File: src/rtl/rxring_pkg.sv
package rxring_pkg;
    localparam int OFF_W  = 18;
    localparam int BASE_W = 12;
    localparam int DATA_W = 32;

    typedef logic [OFF_W-1:0]  off_t;
    typedef logic [BASE_W-1:0] base_t;

    typedef enum logic [1:0] {
        SEL_START = 2'd0,
        SEL_END   = 2'd1,
        SEL_WPTR  = 2'd2,
        SEL_RPTR  = 2'd3
    } reg_sel_t;

    typedef enum logic [1:0] {
        ST_IDLE  = 2'd0,
        ST_FRAME = 2'd1,
        ST_CHECK = 2'd2,
        ST_WRAP  = 2'd3
    } ctrl_state_t;

    typedef struct packed {
        base_t base;
        off_t  start;
        off_t  stop;
        off_t  wptr;
        off_t  rptr;
    } ring_ptrs_t;

    function automatic logic [DATA_W-1:0] word_addr(base_t b, off_t o);
        return {b, o, 2'b00};
    endfunction
endpackage

File: src/rtl/rxring_regs.sv
module rxring_regs
    import rxring_pkg::*;
(
    input  logic              clk,
    input  logic              rst,
    input  logic              reg_wr,
    input  logic [1:0]        reg_sel,
    input  logic [DATA_W-1:0] reg_wdata,
    input  logic              hw_load,
    input  off_t              hw_val,
    output ring_ptrs_t        ptrs,
    output logic [DATA_W-1:0] rdata
);
    localparam int OFF_LSB = 2;
    localparam int OFF_MSB = OFF_LSB + OFF_W - 1;
    localparam int BASE_LSB = OFF_MSB + 1;

    ring_ptrs_t q;
    off_t wr_off;
    reg_sel_t sel;

    assign wr_off = reg_wdata[OFF_MSB:OFF_LSB];
    assign sel    = reg_sel_t'(reg_sel);

    always_ff @(posedge clk) begin
        if (rst) begin
            q <= '0;
        end else begin
            if (reg_wr) begin
                case (sel)
                    SEL_START: begin
                        q.base  <= reg_wdata[DATA_W-1:BASE_LSB];
                        q.start <= wr_off;
                    end
                    SEL_END:  q.stop <= wr_off;
                    SEL_RPTR: q.rptr <= wr_off;
                    default:  if (!hw_load) q.wptr <= wr_off;
                endcase
            end
            if (hw_load) q.wptr <= hw_val;
        end
    end

    always_comb begin
        case (sel)
            SEL_START: rdata = word_addr(q.base, q.start);
            SEL_END:   rdata = word_addr(q.base, q.stop);
            SEL_WPTR:  rdata = word_addr(q.base, q.wptr);
            default:   rdata = word_addr(q.base, q.rptr);
        endcase
    end

    assign ptrs = q;
endmodule

File: src/rtl/rxring_space.sv
module rxring_space
    import rxring_pkg::*;
#(
    parameter int MAX_FRAME_WORDS = 380
) (
    input  ring_ptrs_t ptrs,
    output logic       los,
    output logic       empty,
    output logic       room_short
);
    localparam logic [OFF_W:0] MAXW = (OFF_W+1)'(MAX_FRAME_WORDS);

    logic [OFF_W:0] gap_read;
    logic [OFF_W:0] gap_end;

    always_comb begin
        gap_read   = {1'b0, ptrs.rptr} - {1'b0, ptrs.wptr};
        gap_end    = {1'b0, ptrs.stop} - {1'b0, ptrs.wptr};
        los        = (ptrs.rptr > ptrs.wptr) && (gap_read < MAXW);
        empty      = (ptrs.rptr == ptrs.wptr);
        room_short = (ptrs.stop < ptrs.wptr) || (gap_end < MAXW);
    end
endmodule

File: src/rtl/rxring_ctrl.sv
module rxring_ctrl
    import rxring_pkg::*;
#(
    parameter int LEN_W = 12
) (
    input  logic              clk,
    input  logic              rst,
    input  logic              frm_start,
    input  logic              frm_done,
    input  logic [LEN_W-1:0]  frm_len,
    input  logic              ovf_clr,
    input  logic              los,
    input  logic              room_short,
    input  ring_ptrs_t        ptrs,
    input  logic              mem_ack,
    output logic              mem_req,
    output logic [DATA_W-1:0] mem_addr,
    output logic              hw_load,
    output off_t              hw_val,
    output logic              busy,
    output logic              ovf_flag
);
    ctrl_state_t state, state_n;
    logic accept, drop;

    assign accept = frm_start && (state == ST_IDLE) && !los;
    assign drop   = frm_start && !accept;

    always_comb begin
        state_n = state;
        hw_load = 1'b0;
        hw_val  = ptrs.wptr;
        case (state)
            ST_IDLE:  if (accept) state_n = ST_FRAME;
            ST_FRAME: if (frm_done) begin
                hw_load = 1'b1;
                hw_val  = ptrs.wptr + off_t'(frm_len) + off_t'(1);
                state_n = ST_CHECK;
            end
            ST_CHECK: state_n = room_short ? ST_WRAP : ST_IDLE;
            default:  if (mem_ack) begin
                hw_load = 1'b1;
                hw_val  = ptrs.start;
                state_n = ST_IDLE;
            end
        endcase
    end

    always_ff @(posedge clk) begin
        if (rst) begin
            state    <= ST_IDLE;
            ovf_flag <= 1'b0;
        end else begin
            state <= state_n;
            if (drop)         ovf_flag <= 1'b1;
            else if (ovf_clr) ovf_flag <= 1'b0;
        end
    end

    assign busy     = (state != ST_IDLE);
    assign mem_req  = (state == ST_WRAP);
    assign mem_addr = word_addr(ptrs.base, ptrs.wptr);
endmodule

File: src/rtl/rxring_ptr_mgr.sv
module rxring_ptr_mgr
    import rxring_pkg::*;
#(
    parameter int MAX_FRAME_WORDS = 380,
    parameter int LEN_W = 12
) (
    input  logic              clk,
    input  logic              rst,
    input  logic              reg_wr,
    input  logic [1:0]        reg_sel,
    input  logic [31:0]       reg_wdata,
    output logic [31:0]       reg_rdata,
    input  logic              frm_start,
    input  logic              frm_done,
    input  logic [LEN_W-1:0]  frm_len,
    input  logic              ovf_clr,
    output logic              mem_req,
    output logic [31:0]       mem_addr,
    output logic [31:0]       mem_wdata,
    input  logic              mem_ack,
    output logic              lack_of_space,
    output logic              buf_empty,
    output logic              busy,
    output logic              ovf_flag
);
    ring_ptrs_t ptrs;
    logic       hw_load;
    off_t       hw_val;
    logic       room_short;
    off_t       wptr_off;
    off_t       start_off;

    rxring_regs u_regs (
        .clk(clk), .rst(rst), .reg_wr(reg_wr), .reg_sel(reg_sel),
        .reg_wdata(reg_wdata), .hw_load(hw_load), .hw_val(hw_val),
        .ptrs(ptrs), .rdata(reg_rdata)
    );

    rxring_space #(.MAX_FRAME_WORDS(MAX_FRAME_WORDS)) u_space (
        .ptrs(ptrs), .los(lack_of_space), .empty(buf_empty),
        .room_short(room_short)
    );

    rxring_ctrl #(.LEN_W(LEN_W)) u_ctrl (
        .clk(clk), .rst(rst), .frm_start(frm_start), .frm_done(frm_done),
        .frm_len(frm_len), .ovf_clr(ovf_clr), .los(lack_of_space),
        .room_short(room_short), .ptrs(ptrs), .mem_ack(mem_ack),
        .mem_req(mem_req), .mem_addr(mem_addr), .hw_load(hw_load),
        .hw_val(hw_val), .busy(busy), .ovf_flag(ovf_flag)
    );

    assign mem_wdata = '0;
    assign wptr_off  = ptrs.wptr;
    assign start_off = ptrs.start;
endmodule

File: config.mk
export PLATFORM = sky130hd
export DESIGN_NAME = rxring_ptr_mgr
export DESIGN_NICKNAME = d
export VERILOG_FILES = /design/src/rtl/rxring_pkg.sv /design/src/rtl/rxring_regs.sv /design/src/rtl/rxring_space.sv /design/src/rtl/rxring_ctrl.sv /design/src/rtl/rxring_ptr_mgr.sv
export SDC_FILE = /design/constraint.sdc
export NUM_CORES = 1
export LEC_CHECK = 0
export BUFFER_PORTS_ARGS = -buffer_cell sky130_fd_sc_hd__clkbuf_2
export CORE_MARGIN = 5
export CORE_UTILIZATION = 55
export CTS_CLUSTER_DIAMETER = 80
export DETAILED_ROUTE_END_ITERATION = 12
export HOLD_SLACK_MARGIN = 0.06
export PLACE_DENSITY = 0.81
export SYNTH_ARGS = -nofsm -noshare
export SYNTH_HDL_FRONTEND = slang
export SYNTH_SLANG_ARGS = --single-unit
File: constraint.sdc
create_clock -name clk -period 5.8 [get_ports clk]
set_clock_uncertainty 0.2 [all_clocks]
set_input_delay 0.58 -clock clk [delete_from_list [all_inputs] [get_ports clk]]
set_output_delay 0.58 -clock clk [all_outputs]
set_load 0.02 [all_outputs]
==> results.cfg <==
[run_status]
status = completed

[floorplan]
initial_core_util_pct = 55.9
die-width_um = 123
core_um2 = 12600
die_y_um = 123
rows = 41
dieArea_um2 = 15100
ioPinCount = 154

[layout]
final_common_cell = nand2_1
areaGrowthSynthToFinish_pct = 6.98
fillers = 1161
layout_common_cells = nand2_1, clkbuf_2, a21oi_1
stdcell_area_um2 = 7520
antenna_cells = 0
nets = 1058
instances_no_fill = 1134
layout-drive-gt1-share_pct = 17.8

[worst_setup_path]
cp_slowest_stage_delay_ps = 520
reg2reg_setup_slack_ps = 1850
slowest_stage = or4_1
r2r_end = u_ctrl.ovf_flag
setup.worst_path.start_class = flip-flop
r2r_start = u_regs.ptrs[31]
crit_path_max_fanout = 10
arrival_ps = 3660
timing.reg2reg.worst_path_depth = 11
critical_path.top_delay_family = simple AND/OR/NAND/NOR gates
path_buf_inv = 2
cp_data_required_time_ps = 5020
path_class = reg2out
end_kind = output port
cp_cell_sequence = inv_1 > ha_1 > nor2b_1 > a221oi_2 > o2111ai_1 > or4_1 > a211oi_1 > a21boi_0 > nand4b_1 > nor4_1 > clkbuf_2

[grt]
met2_usage_pct = 43.2
grt_overflow_total = 0
gr-usage-all-layers_pct = 25.6
antenna_found_initial = 0
grt_max_degree = 88
grt_pass1_vias = 6389
grt_first_pass_wirelength_um = 31000
top_usage_layer = met2
met3_usage_pct = 4.71
gr-usage-met1_pct = 32.1

[yosys]
synthXorXnorAreaFrac_pct = 3.12
synth.distinct_cells = 69
synth_top_area_share_pct = 24.8
synth-simple-area-share_pct = 20.7
synthAdderAreaFrac_pct = 8.65
synth_top_family_by_area = compound AO/OA/AOI/OAI gates
ys_seq_area_share_pct = 24.8
ys_warn_count = 0
synthMuxAreaShare_pct = 6.62
dominantRegCellSynth = dfxtp_1
syn_area_um2 = 7030
synth_enable_flop_cells = 0
syn-mean-instance-area_um2 = 7.67
syn_inst = 916
synth_compound_gate_area_share_pct = 23.1
async_reset_ff_share_pct = 0
ys_ff_latch = 87
synth_area_leaders = dfxtp_1, nand2_1, ha_1
synth_top_cell_by_area = dfxtp_1

[hold_path]
hold_depth = 3
min_to = u_regs.ptrs[76]
hp-class = in2reg
holdCritStartpoint = reg_wdata[24]

[sta]
worst_slew_pin_slew_ps = 999
max_slew_margin_pct = 33.3
maxSlewViolCount = 0
fin_crit_sh_pct = 76.5
hold-worst-slack_ps = 247
worst_slack_ps = 1360
hold_viol = 0
finalSetupViolations = 0
max_freq_mhz = 225
grt_setup_unrepaired = false
period_needed_ps = 4440
fin_tns_setup_ps = 0

[place]
detailedPlace.worstSlack_ps = 1760
placed_cell_area_um2 = 7220
port_buffers = 115
dp.cells = 1118
dp_hpwl_um = 14700
place.gp.congestion = 0.944

[route]
firstDrtPassIters = 5
final_antenna_net_count = 0
drc_errors = 0
drt_wl_total_um = 19500
drt_first_iter_violations = 584
vias_per_cell = 5.95
vias = 6747
routedWlPerCell_um = 17.2

[clock_tree]
root_buffer = clkbuf_16
cts_inserted_buffers = 9
clockBufferDepth = 2
cts_max_level = 3
clk_pin_slew_ps = 60
ctsResizeCount = 0
postCtsHoldBufs = 0
postCtsSetupBuffers = 0
clk-insertion-delay-late_ps = 350
cts_num_sinks = 87
cts_tree = built

[pwr]
p_leak_nw = 3.18
powerDensity_nw_per_um2 = 263
ir_worst_vdd_mv = 0.211

[flow_run]
max_cap_viol_count = 0
## tightest hold or removal path: cells and delay by family
family          cells  cell delay [ps]
compound gates      1               50
buf+inv             1               80
simple gates        1               40
## worst max-delay path by stage
stage                     from             to  slack [ps]  depth (start not counted)
2_1_floorplan  u_regs.ptrs[31]  lack_of_space        1900                         11
3_3_place_gp   u_regs.ptrs[31]  lack_of_space        1740                         11
3_5_place_dp   u_regs.ptrs[31]  lack_of_space        1760                         11
4_1_cts        u_regs.ptrs[31]  lack_of_space        1370                         11
5_1_grt        u_regs.ptrs[31]  lack_of_space        1170                         11
6_report       u_regs.ptrs[31]  lack_of_space        1360                         11
## stage by stage
stage          power, W  utilization, %
2_1_floorplan   0.00127               -
6_report        0.00198            59.8
5_1_grt         0.00209            59.8
3_5_place_dp    0.00141            57.5
3_3_place_gp    0.00140            57.5
4_1_cts         0.00198            59.8
## area by class of cell
cell class,instances,area [µm²],share of cell area (%)
multi-input cells,701,4510,60.0
flip-flops and latches,87,1740,23.2
repair buffers,120,613,8.15
clock buffers,13,270,3.59
well taps,172,215,2.86
inverters,38,143,1.90
clock inverters,3,25.0,0.333
## Yosys cell counts (5+ instances only)
master    number
nor2_1        36
a221oi_1       5
xnor2_1       17
dfxtp_1       87
a21o_1        12
o21ai_0       23
mux2i_1        6
o21a_1         6
ha_1          47
buf_4         78
a311oi_1      10
nand3_1       17
xor2_1         8
or2_2          6
a311o_1        7
nand2_1      195
a21oi_1      107
nand2b_1       5
a31oi_1        6
clkbuf_1      43
inv_1         38
mux4_2        18
and2_1         6
nor2b_1       10
nor3_1        11
a211oi_1      21
and3_1         6
nand4_1        5
## logic make-up after synthesis
kind of cell	after synthesis
other cells	1
simple gates	323
xor+xnor	25
mux	24
fa+ha+maj	48
buf+inv	163
compound gates	245
flops	87
## metal layers
metal,wire length (µm),part of all wire [%]
met1,8020,41
met2,9520,49
met3,1330,6.8
met4,648,3.3
met5,0,0
## flip-flops by register name, summed over array words and instances (netlist names)
register / cells
u_ctrl.ovf_flag: 1
u_regs.ptrs: 84
u_ctrl.state: 2
## power by group
| group | switching (W) | internal [W] |
|---|---|---|
| sequential | 0.0000429 | 0.000628 |
| combinational | 0.000446 | 0.000292 |
| clock | 0.000243 | 0.000328 |
No activity file was read; power rests on OpenSTA's default activity.
